`src/rtl/xfc_pkg.sv`:
```
package xfc_pkg;
  typedef enum logic {
    UPD_IDLE = 1'b0,
    UPD_WAIT = 1'b1
  } upd_state_e;
endpackage

```
`src/rtl/xfc_victim_ptr.sv`:
```
module xfc_victim_ptr #(
  parameter int ENTRIES = 8,
  localparam int IDX_W = (ENTRIES > 1) ? $clog2(ENTRIES) : 1
) (
  input  logic             clk,
  input  logic             rst_n,
  input  logic             advance,
  output logic [IDX_W-1:0] victim
);
  logic [IDX_W-1:0] ptr_q, ptr_d;

  always_comb begin
    ptr_d = ptr_q;
    if (advance) begin
      if (ptr_q == IDX_W'(ENTRIES - 1)) ptr_d = '0;
      else                              ptr_d = ptr_q + 1'b1;
    end
  end

  always_ff @(posedge clk or negedge rst_n) begin
    if (!rst_n)       ptr_q <= '0;
    else if (advance) ptr_q <= ptr_d;
  end

  assign victim = ptr_q;
endmodule

```
`src/rtl/xfc_entry_store.sv`:
```
module xfc_entry_store #(
  parameter int ENTRIES = 8,
  parameter int VPN_W   = 20,
  parameter int PPN_W   = 20,
  localparam int IDX_W  = (ENTRIES > 1) ? $clog2(ENTRIES) : 1
) (
  input  logic             clk,
  input  logic             rst_n,
  // lookup
  input  logic [VPN_W-1:0] lk_vpn,
  output logic             lk_hit,
  output logic [IDX_W-1:0] lk_idx,
  output logic [PPN_W-1:0] lk_ppn,
  output logic             lk_acc,
  output logic             lk_dty,
  // fill
  input  logic             fill_en,
  input  logic [VPN_W-1:0] fill_vpn,
  input  logic [PPN_W-1:0] fill_ppn,
  input  logic             fill_acc,
  input  logic             fill_dty,
  input  logic [IDX_W-1:0] fill_victim,
  output logic             fill_present,
  // invalidation
  input  logic             inv_page,
  input  logic [VPN_W-1:0] inv_vpn,
  input  logic             inv_all,
  // flag refresh after acknowledge
  input  logic             set_en,
  input  logic [IDX_W-1:0] set_idx,
  input  logic [VPN_W-1:0] set_vpn,
  input  logic             set_acc,
  input  logic             set_dty
);
  logic [ENTRIES-1:0] vld_q, vld_d;
  logic [ENTRIES-1:0] acc_q, acc_d, dty_q, dty_d;
  logic [VPN_W-1:0]   vpn_q [ENTRIES];
  logic [VPN_W-1:0]   vpn_d [ENTRIES];
  logic [PPN_W-1:0]   ppn_q [ENTRIES];
  logic [PPN_W-1:0]   ppn_d [ENTRIES];
  logic [ENTRIES-1:0] lk_match, fill_match;
  logic [IDX_W-1:0]   fill_idx, fill_hit_idx;

  for (genvar i = 0; i < ENTRIES; i++) begin : g_cmp
    assign lk_match[i]   = vld_q[i] && (vpn_q[i] == lk_vpn);
    assign fill_match[i] = vld_q[i] && (vpn_q[i] == fill_vpn);
  end

  always_comb begin
    lk_idx       = '0;
    fill_hit_idx = '0;
    for (int i = 0; i < ENTRIES; i++) begin
      if (lk_match[i])   lk_idx       = IDX_W'(i);
      if (fill_match[i]) fill_hit_idx = IDX_W'(i);
    end
  end

  assign lk_hit       = |lk_match;
  assign lk_ppn       = ppn_q[lk_idx];
  assign lk_acc       = acc_q[lk_idx];
  assign lk_dty       = dty_q[lk_idx];
  assign fill_present = |fill_match;
  assign fill_idx     = fill_present ? fill_hit_idx : fill_victim;

  always_comb begin
    for (int i = 0; i < ENTRIES; i++) begin
      vld_d[i] = vld_q[i];
      acc_d[i] = acc_q[i];
      dty_d[i] = dty_q[i];
      vpn_d[i] = vpn_q[i];
      ppn_d[i] = ppn_q[i];
      if (set_en && set_idx == IDX_W'(i) && vld_q[i] && vpn_q[i] == set_vpn) begin
        acc_d[i] = acc_q[i] | set_acc;
        dty_d[i] = dty_q[i] | set_dty;
      end
      if (fill_en && fill_idx == IDX_W'(i)) begin
        vld_d[i] = 1'b1;
        vpn_d[i] = fill_vpn;
        ppn_d[i] = fill_ppn;
        acc_d[i] = fill_acc;
        dty_d[i] = fill_dty;
      end
      if (inv_all)                                  vld_d[i] = 1'b0;
      else if (inv_page && vpn_d[i] == inv_vpn)     vld_d[i] = 1'b0;
    end
  end

  always_ff @(posedge clk or negedge rst_n) begin
    if (!rst_n) vld_q <= '0;
    else        vld_q <= vld_d;
  end

  always_ff @(posedge clk) begin
    acc_q <= acc_d;
    dty_q <= dty_d;
    for (int i = 0; i < ENTRIES; i++) begin
      vpn_q[i] <= vpn_d[i];
      ppn_q[i] <= ppn_d[i];
    end
  end

  p_single_match_r1: assert property (@(posedge clk) disable iff (!rst_n)
    $onehot0(lk_match));

  p_flags_after_ack_r6: assert property (@(posedge clk) disable iff (!rst_n)
    (set_en && lk_hit && lk_idx == set_idx && lk_vpn == set_vpn && !fill_en && !inv_all && !inv_page)
    |=> ((!$past(set_acc) || acc_q[$past(set_idx)]) && (!$past(set_dty) || dty_q[$past(set_idx)])));
endmodule

```
`src/rtl/xfc_update_ctl.sv`:
```
module xfc_update_ctl
  import xfc_pkg::*;
#(
  parameter int VPN_W  = 20,
  parameter int IDX_W  = 3
) (
  input  logic             clk,
  input  logic             rst_n,
  input  logic             start,
  input  logic [VPN_W-1:0] start_vpn,
  input  logic [IDX_W-1:0] start_idx,
  input  logic             start_acc,
  input  logic             start_dty,
  input  logic             upd_ack,
  output logic             busy,
  output logic             upd_valid,
  output logic [VPN_W-1:0] upd_vpn,
  output logic             upd_set_acc,
  output logic             upd_set_dirty,
  output logic [IDX_W-1:0] upd_idx,
  output logic             done
);
  upd_state_e       st_q, st_d;
  logic             load;
  logic [VPN_W-1:0] vpn_q;
  logic [IDX_W-1:0] idx_q;
  logic             sa_q, sd_q;

  always_comb begin
    st_d = st_q;
    load = 1'b0;
    done = 1'b0;
    case (st_q)
      UPD_IDLE: if (start) begin
        st_d = UPD_WAIT;
        load = 1'b1;
      end
      UPD_WAIT: if (upd_ack) begin
        st_d = UPD_IDLE;
        done = 1'b1;
      end
      default: st_d = UPD_IDLE;
    endcase
  end

  always_ff @(posedge clk or negedge rst_n) begin
    if (!rst_n) st_q <= UPD_IDLE;
    else        st_q <= st_d;
  end

  always_ff @(posedge clk or negedge rst_n) begin
    if (!rst_n) begin
      vpn_q <= '0;
      idx_q <= '0;
      sa_q  <= 1'b0;
      sd_q  <= 1'b0;
    end else if (load) begin
      vpn_q <= start_vpn;
      idx_q <= start_idx;
      sa_q  <= start_acc;
      sd_q  <= start_dty;
    end
  end

  assign busy          = (st_q == UPD_WAIT);
  assign upd_valid     = busy;
  assign upd_vpn       = vpn_q;
  assign upd_idx       = idx_q;
  assign upd_set_acc   = sa_q;
  assign upd_set_dirty = sd_q;

  p_hold_until_ack_r5: assert property (@(posedge clk) disable iff (!rst_n)
    (upd_valid && !upd_ack) |=> (upd_valid && $stable(upd_vpn)
                                  && $stable(upd_set_acc) && $stable(upd_set_dirty)));

  p_release_after_ack_r5: assert property (@(posedge clk) disable iff (!rst_n)
    (upd_valid && upd_ack) |=> !upd_valid);

  p_sets_some_flag_r3: assert property (@(posedge clk) disable iff (!rst_n)
    upd_valid |-> (upd_set_acc || upd_set_dirty));
endmodule

```
`src/rtl/xlat_flag_cache.sv`:
```
module xlat_flag_cache #(
  parameter int ENTRIES = 8,
  parameter int VPN_W   = 20,
  parameter int PPN_W   = 20,
  localparam int IDX_W  = (ENTRIES > 1) ? $clog2(ENTRIES) : 1
) (
  input  logic             clk,
  input  logic             rst_n,
  input  logic             req_valid,
  input  logic [VPN_W-1:0] req_vpn,
  input  logic             req_write,
  output logic             req_ready,
  output logic             hit,
  output logic [PPN_W-1:0] hit_ppn,
  input  logic             fill_valid,
  input  logic [VPN_W-1:0] fill_vpn,
  input  logic [PPN_W-1:0] fill_ppn,
  input  logic             fill_acc,
  input  logic             fill_dirty,
  input  logic             inv_page,
  input  logic [VPN_W-1:0] inv_vpn,
  input  logic             inv_all,
  output logic             upd_valid,
  output logic [VPN_W-1:0] upd_vpn,
  output logic             upd_set_acc,
  output logic             upd_set_dirty,
  input  logic             upd_ack
);
  logic             lk_hit, lk_acc, lk_dty, fill_present, busy, done;
  logic [IDX_W-1:0] lk_idx, victim, upd_idx;
  logic             need_acc, need_dty, start;

  xfc_entry_store #(.ENTRIES(ENTRIES), .VPN_W(VPN_W), .PPN_W(PPN_W)) u_store (
    .clk, .rst_n,
    .lk_vpn(req_vpn), .lk_hit, .lk_idx, .lk_ppn(hit_ppn), .lk_acc, .lk_dty,
    .fill_en(fill_valid), .fill_vpn, .fill_ppn, .fill_acc, .fill_dty(fill_dirty),
    .fill_victim(victim), .fill_present,
    .inv_page, .inv_vpn, .inv_all,
    .set_en(done), .set_idx(upd_idx), .set_vpn(upd_vpn),
    .set_acc(upd_set_acc), .set_dty(upd_set_dirty)
  );

  xfc_victim_ptr #(.ENTRIES(ENTRIES)) u_victim (
    .clk, .rst_n,
    .advance(fill_valid && !fill_present),
    .victim
  );

  assign need_acc = !lk_acc;
  assign need_dty = req_write && !lk_dty;
  assign start    = req_valid && req_ready && lk_hit && (need_acc || need_dty);

  xfc_update_ctl #(.VPN_W(VPN_W), .IDX_W(IDX_W)) u_upd (
    .clk, .rst_n,
    .start, .start_vpn(req_vpn), .start_idx(lk_idx),
    .start_acc(need_acc), .start_dty(need_dty),
    .upd_ack, .busy, .upd_valid, .upd_vpn, .upd_set_acc, .upd_set_dirty,
    .upd_idx, .done
  );

  assign req_ready = !busy;
  assign hit       = req_valid && lk_hit;

  p_no_accept_while_pending_r5: assert property (@(posedge clk) disable iff (!rst_n)
    upd_valid |-> !req_ready);
endmodule

```
`config.mk`:
```
export PLATFORM = sky130hd
export DESIGN_NAME = xlat_flag_cache
export DESIGN_NICKNAME = d
export VERILOG_FILES = /design/src/rtl/xfc_pkg.sv /design/src/rtl/xfc_victim_ptr.sv /design/src/rtl/xfc_entry_store.sv /design/src/rtl/xfc_update_ctl.sv /design/src/rtl/xlat_flag_cache.sv
export SDC_FILE = /design/constraint.sdc
export NUM_CORES = 1
export LEC_CHECK = 0
export CAP_MARGIN = 30
export CORE_MARGIN = 8
export CORE_UTILIZATION = 55
export CTS_CLUSTER_SIZE = 28
export DETAILED_ROUTE_END_ITERATION = 8
export HOLD_SLACK_MARGIN = 0.12
export PLACE_DENSITY = 0.82
export SYNTH_ARGS = -nofsm -noshare
export SYNTH_HDL_FRONTEND = slang
export SYNTH_SLANG_ARGS = --single-unit
```
`constraint.sdc`:
```
create_clock -name clk -period 21.6 [get_ports clk]
set_clock_uncertainty 0.05 [all_clocks]
set_input_delay 6.48 -clock clk [delete_from_list [all_inputs] [get_ports clk]]
set_output_delay 6.48 -clock clk [all_outputs]
set_load 0.03 [all_outputs]
```
After elaboration in Yosys (flattened, before gate mapping)
Memory sizes are Yosys's and may differ from the RTL's.
Index checks and enable logic that the tools add are counted.
- register bits: 53
- RAM bits: 320
- bits of input ports: 90
- output and inout port bits: 45
- logic and storage cells: 319
- memories kept: 2
- memories (name ; depth ; width ; rd ports ; clocked after memory_dff ; write ports ; line ; source):
    u_store.ppn_q ; 8 ; 20 ; 1 ; 0 ; 1 ; xfc_entry_store.sv:39 ; logic [PPN_W-1:0] ppn_q [ENTRIES];
    u_store.vpn_q ; 8 ; 20 ; 8 ; 0 ; 8 ; xfc_entry_store.sv:37 ; logic [VPN_W-1:0] vpn_q [ENTRIES];
- $add $sub $neg: 1
- magnitude comparators: 1
- equality and inequality tests: 55
- multiplexer cells: 119
- bitwise gates (word level): 17
- reduce and logical (&&, ||, !) cells: 94
- operators by type and width (cell ; number):
    $eq A20 B20 Y1 ; 32
    $mux W20 ; 23
    $reduce_or A20 Y1 ; 7
    $mux W1 ; 72
    $mux W3 ; 21
    $logic_and A1 B1 Y1 ; 62
    $eq A3 B3 Y1 const B ; 9
    $reduce_bool A3 Y1 ; 8
    $or A1 B1 Y1 ; 16
    $reduce_bool A2 Y1 ; 8
    $reduce_or A8 Y1 ; 2
    $eq A3 B2 Y1 const B ; 4
    $ne A1 B1 Y1 const B ; 8
    $bmux W1 S3 ; 2
    $eq A3 B1 Y1 const B ; 2
    $logic_not A3 Y1 ; 2
    $logic_not A1 Y1 ; 4
    $lt A3 B4 Y1 const B ; 1
    $add A3 B1 Y3 const B ; 1
    $pmux W1 S2 ; 1
    $logic_or A1 B1 Y1 ; 1
    $not A1 Y1 ; 1

Depth between registers and ports, before layout
Gate-level depths: netlist of the first run.
An unclocked memory read counts as a cell.
- word-level depth: 22
- mapped depth: 15
- depth with buffers taken out: 11

By module
From an unflattened synthesis of the first run, not the netlist that was laid out.
- cell total of the unflattened synthesis: 2360
- area total of the unflattened synthesis: 23193.5 µm²
- by module, submodules not included (module ; instances ; cells an instance ; area an instance (µm²) ; sequential area each (µm²)):
    xfc_entry_store ; 1 ; 2284 ; 21938.5 ; 8688.3
    xfc_update_ctl ; 1 ; 59 ; 1068.5 ; 650.6
    xfc_victim_ptr ; 1 ; 11 ; 142.6 ; 75.1
    xlat_flag_cache ; 1 ; 6 ; 43.8 ; 0.0

Worst setup path before layout of the first run
Ideal clock, no wire load.
- kind: input to output
- start: input port req_vpn[2]
- end: output port hit_ppn[0]
- arrival: 9661 ps
- data required time: 15070 ps
- slack: 5409 ps
- stages on the path: 11
- path buffers: 3
- path through: clkbuf_1 > xor2_1 > nor4_1 > nand4_1 > or3_1 > clkbuf_1 > a21boi_1 > clkbuf_1 > mux2i_1 > a221o_1 > a21oi_1
- longest elaborated chain between the ends: 10
- elaborated cells on any way between the ends: 22
- those cells by class: eq/ne (7); mux (7); reduce/logical (7); memory (1)
- ends and longest elaborated chain (item ; line ; source):
    from (decl) ; xlat_flag_cache.sv:10 ; input logic [VPN_W-1:0] req_vpn,
    $eq A20 B20 Y1 ; xfc_entry_store.sv:45 ; assign lk_match[i] = vld_q[i] && (vpn_q[i] == lk_vpn);
    $logic_and A1 B1 Y1 ; xfc_entry_store.sv:45 ;
    $mux W1 ; xfc_entry_store.sv:53 ; if (lk_match[i]) lk_idx = IDX_W'(i);
    $mux W3 (5 in series) ; xfc_entry_store.sv:53 ;
    $mux W3 * ; xfc_entry_store.sv:53 ;
    $mem_v2 Z8 W20 * ; -- ;
    to (decl) ; xlat_flag_cache.sv:14 ; output logic [PPN_W-1:0] hit_ppn,
Every way passes the cells marked *; elsewhere a longest branch is shown, timed or not.

Worst setup path in the final report of the first run
- start: input port req_vpn[14]
- end: output port hit_ppn[4]
Same word-level chain as after synthesis.

==> results.sh, run 1 <==
export IMPL_root_buffer="clkbuf_16"
export IMPL_syn_inst=2372
export IMPL_numCtsBuffers=40
export IMPL_dieArea_sq_um=49220
export IMPL_ctsResizeCount=0
export IMPL_ys_types=79
export IMPL_grt_setup_unrepaired="false"
export IMPL_vdd_drop_max_mv=0.08130
export IMPL_rows=75
export IMPL_regArea_sq_um=9414
export IMPL_area_growth_pct=13.22
export IMPL_cp_end_kind="output pin"
export IMPL_cts_tree="done"
export IMPL_final_fill_count=3302
export IMPL_max_clock_freq_mhz=55.78
export IMPL_min_period_ns=17.93
export IMPL_slowest_stage="clkdlybuf4s50_1"
export IMPL_drive_gt1_share_pct=14.21
export IMPL_synth_edf_count=176
export IMPL_leakagePower_nw=9.909
export IMPL_io_buffers=134
export IMPL_place_inst=2887
export IMPL_cp_arrival_ns=11.40
export IMPL_grt_first_pass_wirelength_um=146000
export IMPL_critPathMaxFanout=41
export IMPL_fin_crit_sh_pct=83.00
export IMPL_multiInputGateArea_sq_um=12840
export IMPL_dpl_hpwl_um=72240
export IMPL_max_cap_violations=0
export IMPL_yosysMostFrequentCell="xnor2_1"
export IMPL_crit_chain="clkdlybuf4s50_1, xnor2_1, nand2_1, or3b_2, nor4_1, buf_4, nor2b_1, o21ai_4, buf_4, mux2_2, o21ai_0, a21oi_1, clkdlybuf4s50_1"
export IMPL_fin_setup_tns_ns=0
export IMPL_synth_ff_type="edfxtp_1"
export IMPL_dr_total_vias=20717
export IMPL_initial_core_util_pct=55.69
export IMPL_wl_um=104900
export IMPL_timing_hold_ws_ns=0.4696
export IMPL_synth_fp_nets=2464
export IMPL_globalRouteTotalUtil_pct=40.97
export IMPL_grt_overflow_total=0
export IMPL_core_sq_um=41850
export IMPL_wl_per_cell_um=35.43
export IMPL_r2r_start="u_store.vpn_q[0][38]"
export IMPL_ff2ff_path_depth=12
export IMPL_final_util_pct=63.06
export IMPL_cts_buffer_depth=3
export IMPL_io_pin_count=135
export IMPL_drt_iter0_drc=2923
export IMPL_max_slew_margin_pct=25.12
export IMPL_min_delay_start="u_upd.upd_vpn[2]"
export IMPL_first_global_vias=20292
export IMPL_insertion_delay_ns=0.58
export IMPL_syn_area_sq_um=23310
export IMPL_synth_area_top_cells="edfxtp_1, dfxtp_1, xnor2_1"
export IMPL_min_to="u_upd.upd_vpn[2]"
export IMPL_holdPathStages=1
export IMPL_crit_start="req_vpn[14]"
export IMPL_status="finished clean"
export IMPL_antenna_found_initial=3
export IMPL_ys_seq_area_share_pct=40.39
export IMPL_chipWidth_um=221.9
export IMPL_cp_slowest_stage_delay_ns=0.96
export IMPL_yosysWarnings=0
export IMPL_r2r_end="u_store.vld_q[7]"
export IMPL_p_per_area_nw_per_um2=124.8
export IMPL_fin_cells=2962
export IMPL_fin_nets=2483
export IMPL_critPathKind="input pin to output pin"
export IMPL_syn_avg_cell_area_sq_um=9.827
export IMPL_drv_slew=0
export IMPL_hold_class="register to register"
export IMPL_grt_max_degree=51
export IMPL_postCtsSetupRepairBufs=0
export IMPL_cts_hold_buf=0
export IMPL_reg2reg_slack_ns=16.42
export IMPL_synthArstFlopShare_pct=9.920
export IMPL_synth_top_cell_by_area="edfxtp_1"
export IMPL_worst_slew_pin_slew_ns=1.120
export IMPL_hold_violations=0
export IMPL_htreeDepth=2
export IMPL_dr_pass1_iters=6
export IMPL_setup_viol=0
export IMPL_die_y_um=221.9
export IMPL_clkSlewWorstSetupHoldPaths_ns=0.06
export IMPL_drcViolationCount=0
export IMPL_place_congestion=1.081
export IMPL_ys_top_cells_by_count="xnor2_1, xor2_1, nand2_1"
export IMPL_start_kind="input pin"
export IMPL_netlist_area_leader_share_pct=22.67
export IMPL_drtAntennaViolNets=0
export IMPL_via_per_inst=6.994
export IMPL_worstPathRequired_ns=15.07
export IMPL_cts_sinks=373
export IMPL_synth_seq_cells=373
through the flow:
step / setup slack [ns] / power (mW) / cell area [sq um]
after floorplan: 5.409 / 2.132 / 23310
after global placement: 3.861 / 2.509 / 25010
after detailed placement: 3.856 / 2.533 / 25060
after CTS: 3.808 / 3.229 / 26370
after global routing: 3.601 / 3.390 / 26390
final: 3.672 / 3.295 / 26390
kinds of logic (layout without fill, tap and decap cells):
family                     count (synthesis)  after routing  share of synthesized area [%]
buffers and inverters                    279            328                          4.724
other                                      0              2                              0
xor gates and xnor gates                 593            593                          22.28
adders and majority gates                  2              2                         0.1073
AOI/OAI and AO/OA                        211            211                          6.388
DFF                                      373            373                          40.39
and+or+nand+nor                          701            701                          16.04
muxes                                    213            213                          10.06
final cells by class:
cell class	instances	area share, %
Clock inverter	20	0.8581
Multi-Input combinational cell	1720	48.67
Sequential cell	373	35.67
Tap cell	539	2.555
Antenna cell	2	0.01896
Inverter	40	0.5689
Timing Repair Buffer	216	7.576
Clock buffer	52	4.077
placed cells by master (no fill, tap or decap), drive strengths merged, types with 52 or more instances in the layout:
cell           netlist  layout
mux2               165     165
dfxtp              160     160
clkbuf             185      52
nor2                91      91
nand2              196     196
xor2               282     282
xnor2              311     311
nand4              126     126
buf                 54      84
clkdlybuf4s50        0     132
o21ai               62      62
edfxtp             176     176
nor4               103     103
worst max-delay path by stage:
stage	slack (ns)	end	depth (start not counted)
after global placement	3.86	hit_ppn[12]	11
after CTS	3.81	hit_ppn[6]	11
after floorplan	5.41	hit_ppn[0]	11
final	3.67	hit_ppn[4]	13
after global routing	3.60	hit_ppn[4]	13
after detailed placement	3.86	hit_ppn[7]	14
flip-flops by register name, indices dropped and copies added (netlist names), 3 cells and up:
signal,flops
u_store.ppn_q,160
u_store.vld_q,8
u_victim.victim,3
u_store.acc_q,8
u_store.dty_q,8
u_store.vpn_q,160
u_upd.upd_vpn,20
u_upd.upd_idx,3
layer usage:
metal | up-vias | global-route usage, % | share of wire (%)
met5 | - | 0 | 0.066
met1 | 9905 | 49.99 | 36
met3 | 590 | 13.16 | 13
met2 | 1840 | 60.70 | 41
met4 | 2 | 29.12 | 8.8
li1 | 8380 | - | -
critical path, delay by kind of cell:
family          cells  cell delay [ns]
buf+inv             4             2.46
simple gates        4             1.03
xor+xnor            1             0.53
compound gates      3             0.43
mux                 1             0.43
power breakdown:
| group | internal [mW] | switching [mW] |
|---|---|---|
| clock | 0.402 | 0.298 |
| combinational | 0.575 | 0.629 |
| sequential | 0.958 | 0.433 |
| total | 1.93 | 1.36 |
Note: power is estimated with default switching activity, not from simulation.
==> run 2, diff against run 1 <==
--- a/config.mk
+++ b/config.mk
@@ -11,7 +11,7 @@
 export CTS_CLUSTER_SIZE = 28
 export DETAILED_ROUTE_END_ITERATION = 8
 export HOLD_SLACK_MARGIN = 0.12
-export PLACE_DENSITY = 0.82
+export PLACE_DENSITY = 0.85
 export SYNTH_ARGS = -nofsm -noshare
 export SYNTH_HDL_FRONTEND = slang
 export SYNTH_SLANG_ARGS = --single-unit
==> constraint.sdc (replaced) <==
create_clock -name clk -period 15.66 [get_ports clk]
set_clock_uncertainty 0.05 [all_clocks]
set_input_delay 4.698 -clock clk [delete_from_list [all_inputs] [get_ports clk]]
set_output_delay 4.698 -clock clk [all_outputs]
set_load 0.03 [all_outputs]
==> run 2 against run 1 <==
  * Count of clock-buffer cells in the layout down 2
  * Sequential power up 38%
  * Clock power is 37% higher
  * Critical endpoint is now hit_ppn[10]
  * Core utilization rose by 0.13 points
  * Non-clock buffer count is 4 higher
  * Global-route usage is 0.95 points lower
  * Largest cell class unchanged
  * First-iteration DRC count grew 2.9%
==> results.sh, run 2 (synthesis results as in run 1) <==
export IMPL_final_fill_count=3334
export IMPL_final_area_sq_um=26440
export IMPL_multiInputGateArea_sq_um=12850
export IMPL_cpMostUsedCell="clkdlybuf4s50_1"
export IMPL_dr_pass1_iters=9
export IMPL_core_sq_um=41850
export IMPL_first_global_vias=20086
export IMPL_cp_arrival_ns=9.90
export IMPL_antenna_found_initial=3
export IMPL_dpl_hpwl_um=71800
export IMPL_critPathMaxFanout=26
export IMPL_drv_slew=0
export IMPL_rows=75
export IMPL_wl_um=102300
export IMPL_place_area_sq_um=25130
export IMPL_chipWidth_um=221.9
export IMPL_max_clock_freq_mhz=68.27
export IMPL_fin_setup_tns_ns=0
export IMPL_worst_slew_pin_slew_ns=1.016
export IMPL_hold_class="register to register"
export IMPL_grt_first_pass_wirelength_um=143500
export IMPL_ctsResizeCount=0
export IMPL_power_frac_seq_pct=42.8
export IMPL_grt_overflow_total=0
export IMPL_p_per_area_nw_per_um2=170.1
export IMPL_root_buffer="clkbuf_16"
export IMPL_power_share_clock_pct=21.4
export IMPL_wirelength_met1_um=36990
export IMPL_status="finished clean"
export IMPL_globalRouteTotalUtil_pct=40.03
export IMPL_postCtsSetupRepairBufs=0
export IMPL_cp_end_kind="output pin"
export IMPL_dieArea_sq_um=49220
export IMPL_vdd_drop_max_mv=0.1206
export IMPL_max_cap_violations=0
export IMPL_power_internal_mw=2.651
export IMPL_htreeDepth=2
export IMPL_initial_core_util_pct=55.69
export IMPL_insertion_delay_ns=0.57
export IMPL_clkSlewWorstSetupHoldPaths_ns=0.06
export IMPL_cts_sinks=373
export IMPL_final_common_cell="xnor2_1"
export IMPL_drt_iter0_drc=3008
export IMPL_combPwrFrac_pct=35.9
export IMPL_cts_hold_buf=0
export IMPL_dr_total_vias=20532
export IMPL_cp_slowest_stage_delay_ns=0.94
export IMPL_max_slew_margin_pct=32.03
export IMPL_p_total_mw=4.497
export IMPL_leakagePower_nw=9.938
export IMPL_area_growth_pct=13.45
export IMPL_place_congestion=1.079
export IMPL_io_pin_count=135
export IMPL_slowest_stage="clkdlybuf4s50_1"
export IMPL_grt_setup_unrepaired="false"
export IMPL_final_util_pct=63.18
export IMPL_topRoutingLayerUsed="met4"
export IMPL_drive_gt1_share_pct=14.80
export IMPL_min_period_ns=14.65
export IMPL_critPathKind="input pin to output pin"
export IMPL_wl_met3_um=13180
export IMPL_cts_tree="done"
export IMPL_wl_per_cell_um=34.49
export IMPL_switching_share_pct=41.06
export IMPL_p_switching_mw=1.846
export IMPL_hold_violations=0
export IMPL_io_buffers=134
export IMPL_drtAntennaViolNets=0
export IMPL_layout_common_cells="xnor2_1, xor2_1, nand2_1"
export IMPL_worstPathRequired_ns=10.91
export IMPL_grt_max_degree=51
export IMPL_via_per_inst=6.920
export IMPL_crit_chain="clkdlybuf4s50_1, xnor2_1, nor3b_1, nand4_1, nor3_1, a21boi_0, o21ai_1, a21oi_4, buf_16, nand2_1, o21ai_0, a21oi_1, clkdlybuf4s50_1"
export IMPL_cts_buffer_depth=3
export IMPL_setup_viol=0
export IMPL_start_kind="input pin"
export IMPL_wl_met2_um=43550
export IMPL_die_y_um=221.9
export IMPL_fin_nets=2487
export IMPL_numCtsBuffers=40
export IMPL_regArea_sq_um=9414
export IMPL_fin_crit_sh_pct=93.53
export IMPL_drcViolationCount=0
## run 2: changes by cell type in the layout (fill, tap and decap cells not counted), moves of 3 or more
cell             previous run  this run
clkinv_1                   15        11
clkbuf_1                    9         6
clkinv_2                    5         9
clkinvlp_4                  2         5
clkdlybuf4s50_1           132       129
buf_2                       2         5
## run 2: area by class of cell
type / instances / area share, %
sequential: 373 / 35.60
tap: 539 / 2.550
clock buffer: 50 / 4.079
inverter: 40 / 0.5678
antenna: 3 / 0.02839
multi-input combinational: 1720 / 48.58
clock inverter: 22 / 0.8564
timing repair buffer: 220 / 7.736
## run 2: power by group through the flow
| stage | combinational (mW) | clock (mW) | sequential [mW] |
|---|---|---|---|
| 2_1_floorplan | 1.44 | 0 | 1.50 |
| 3_3_place_gp | 1.52 | 0 | 1.90 |
| 3_5_place_dp | 1.56 | 0 | 1.90 |
| 4_1_cts | 1.57 | 0.959 | 1.88 |
| 5_1_grt | 1.73 | 0.998 | 1.91 |
| 6_report | 1.61 | 0.960 | 1.92 |
## run 2: per-stage QoR
stage	worst slack, ns	hold slack, ns	instances
after CTS	1.282	0.4839	2964
after floorplan	3.033	0.4449	2372
after global routing	1.044	0.5012	2964
after global placement	1.299	0.4566	2887
final	1.013	0.4909	2967
after detailed placement	1.371	0.4717	2892
## run 2: metal layers
metal / up-vias / track usage, %
met5: - / 0
met4: 0 / 27.07
met3: 494 / 14.03
met2: 1745 / 61.05
met1: 9875 / 47.19
li1: 8418 / -
## run 2: critical path, delay by kind of cell
kind	cells	cell delay (ns)
buffers and inverters	3	1.91
AO/OA/AOI/OAI	5	1.55
AND/OR/NAND/NOR	4	1.23
XOR/XNOR	1	0.49
## run 2: final timing paths
check | startpoint | endpoint | slack, ns | depth (start not counted)
max | req_vpn[9] | hit_ppn[10] | 1.01 | 13
min | u_upd.upd_idx[1] | u_upd.upd_idx[1] | 0.49 | 1
max reg2reg | u_store.vpn_q[0][38] | u_store.vld_q[7] | 10.21 | 11
min reg2reg | u_upd.upd_idx[1] | u_upd.upd_idx[1] | 0.49 | 1
max in group asynchronous | rst_n | u_victim.victim[2] | 10.84 | 2
min in group asynchronous | rst_n | u_store.vld_q[6] | 4.20 | 2
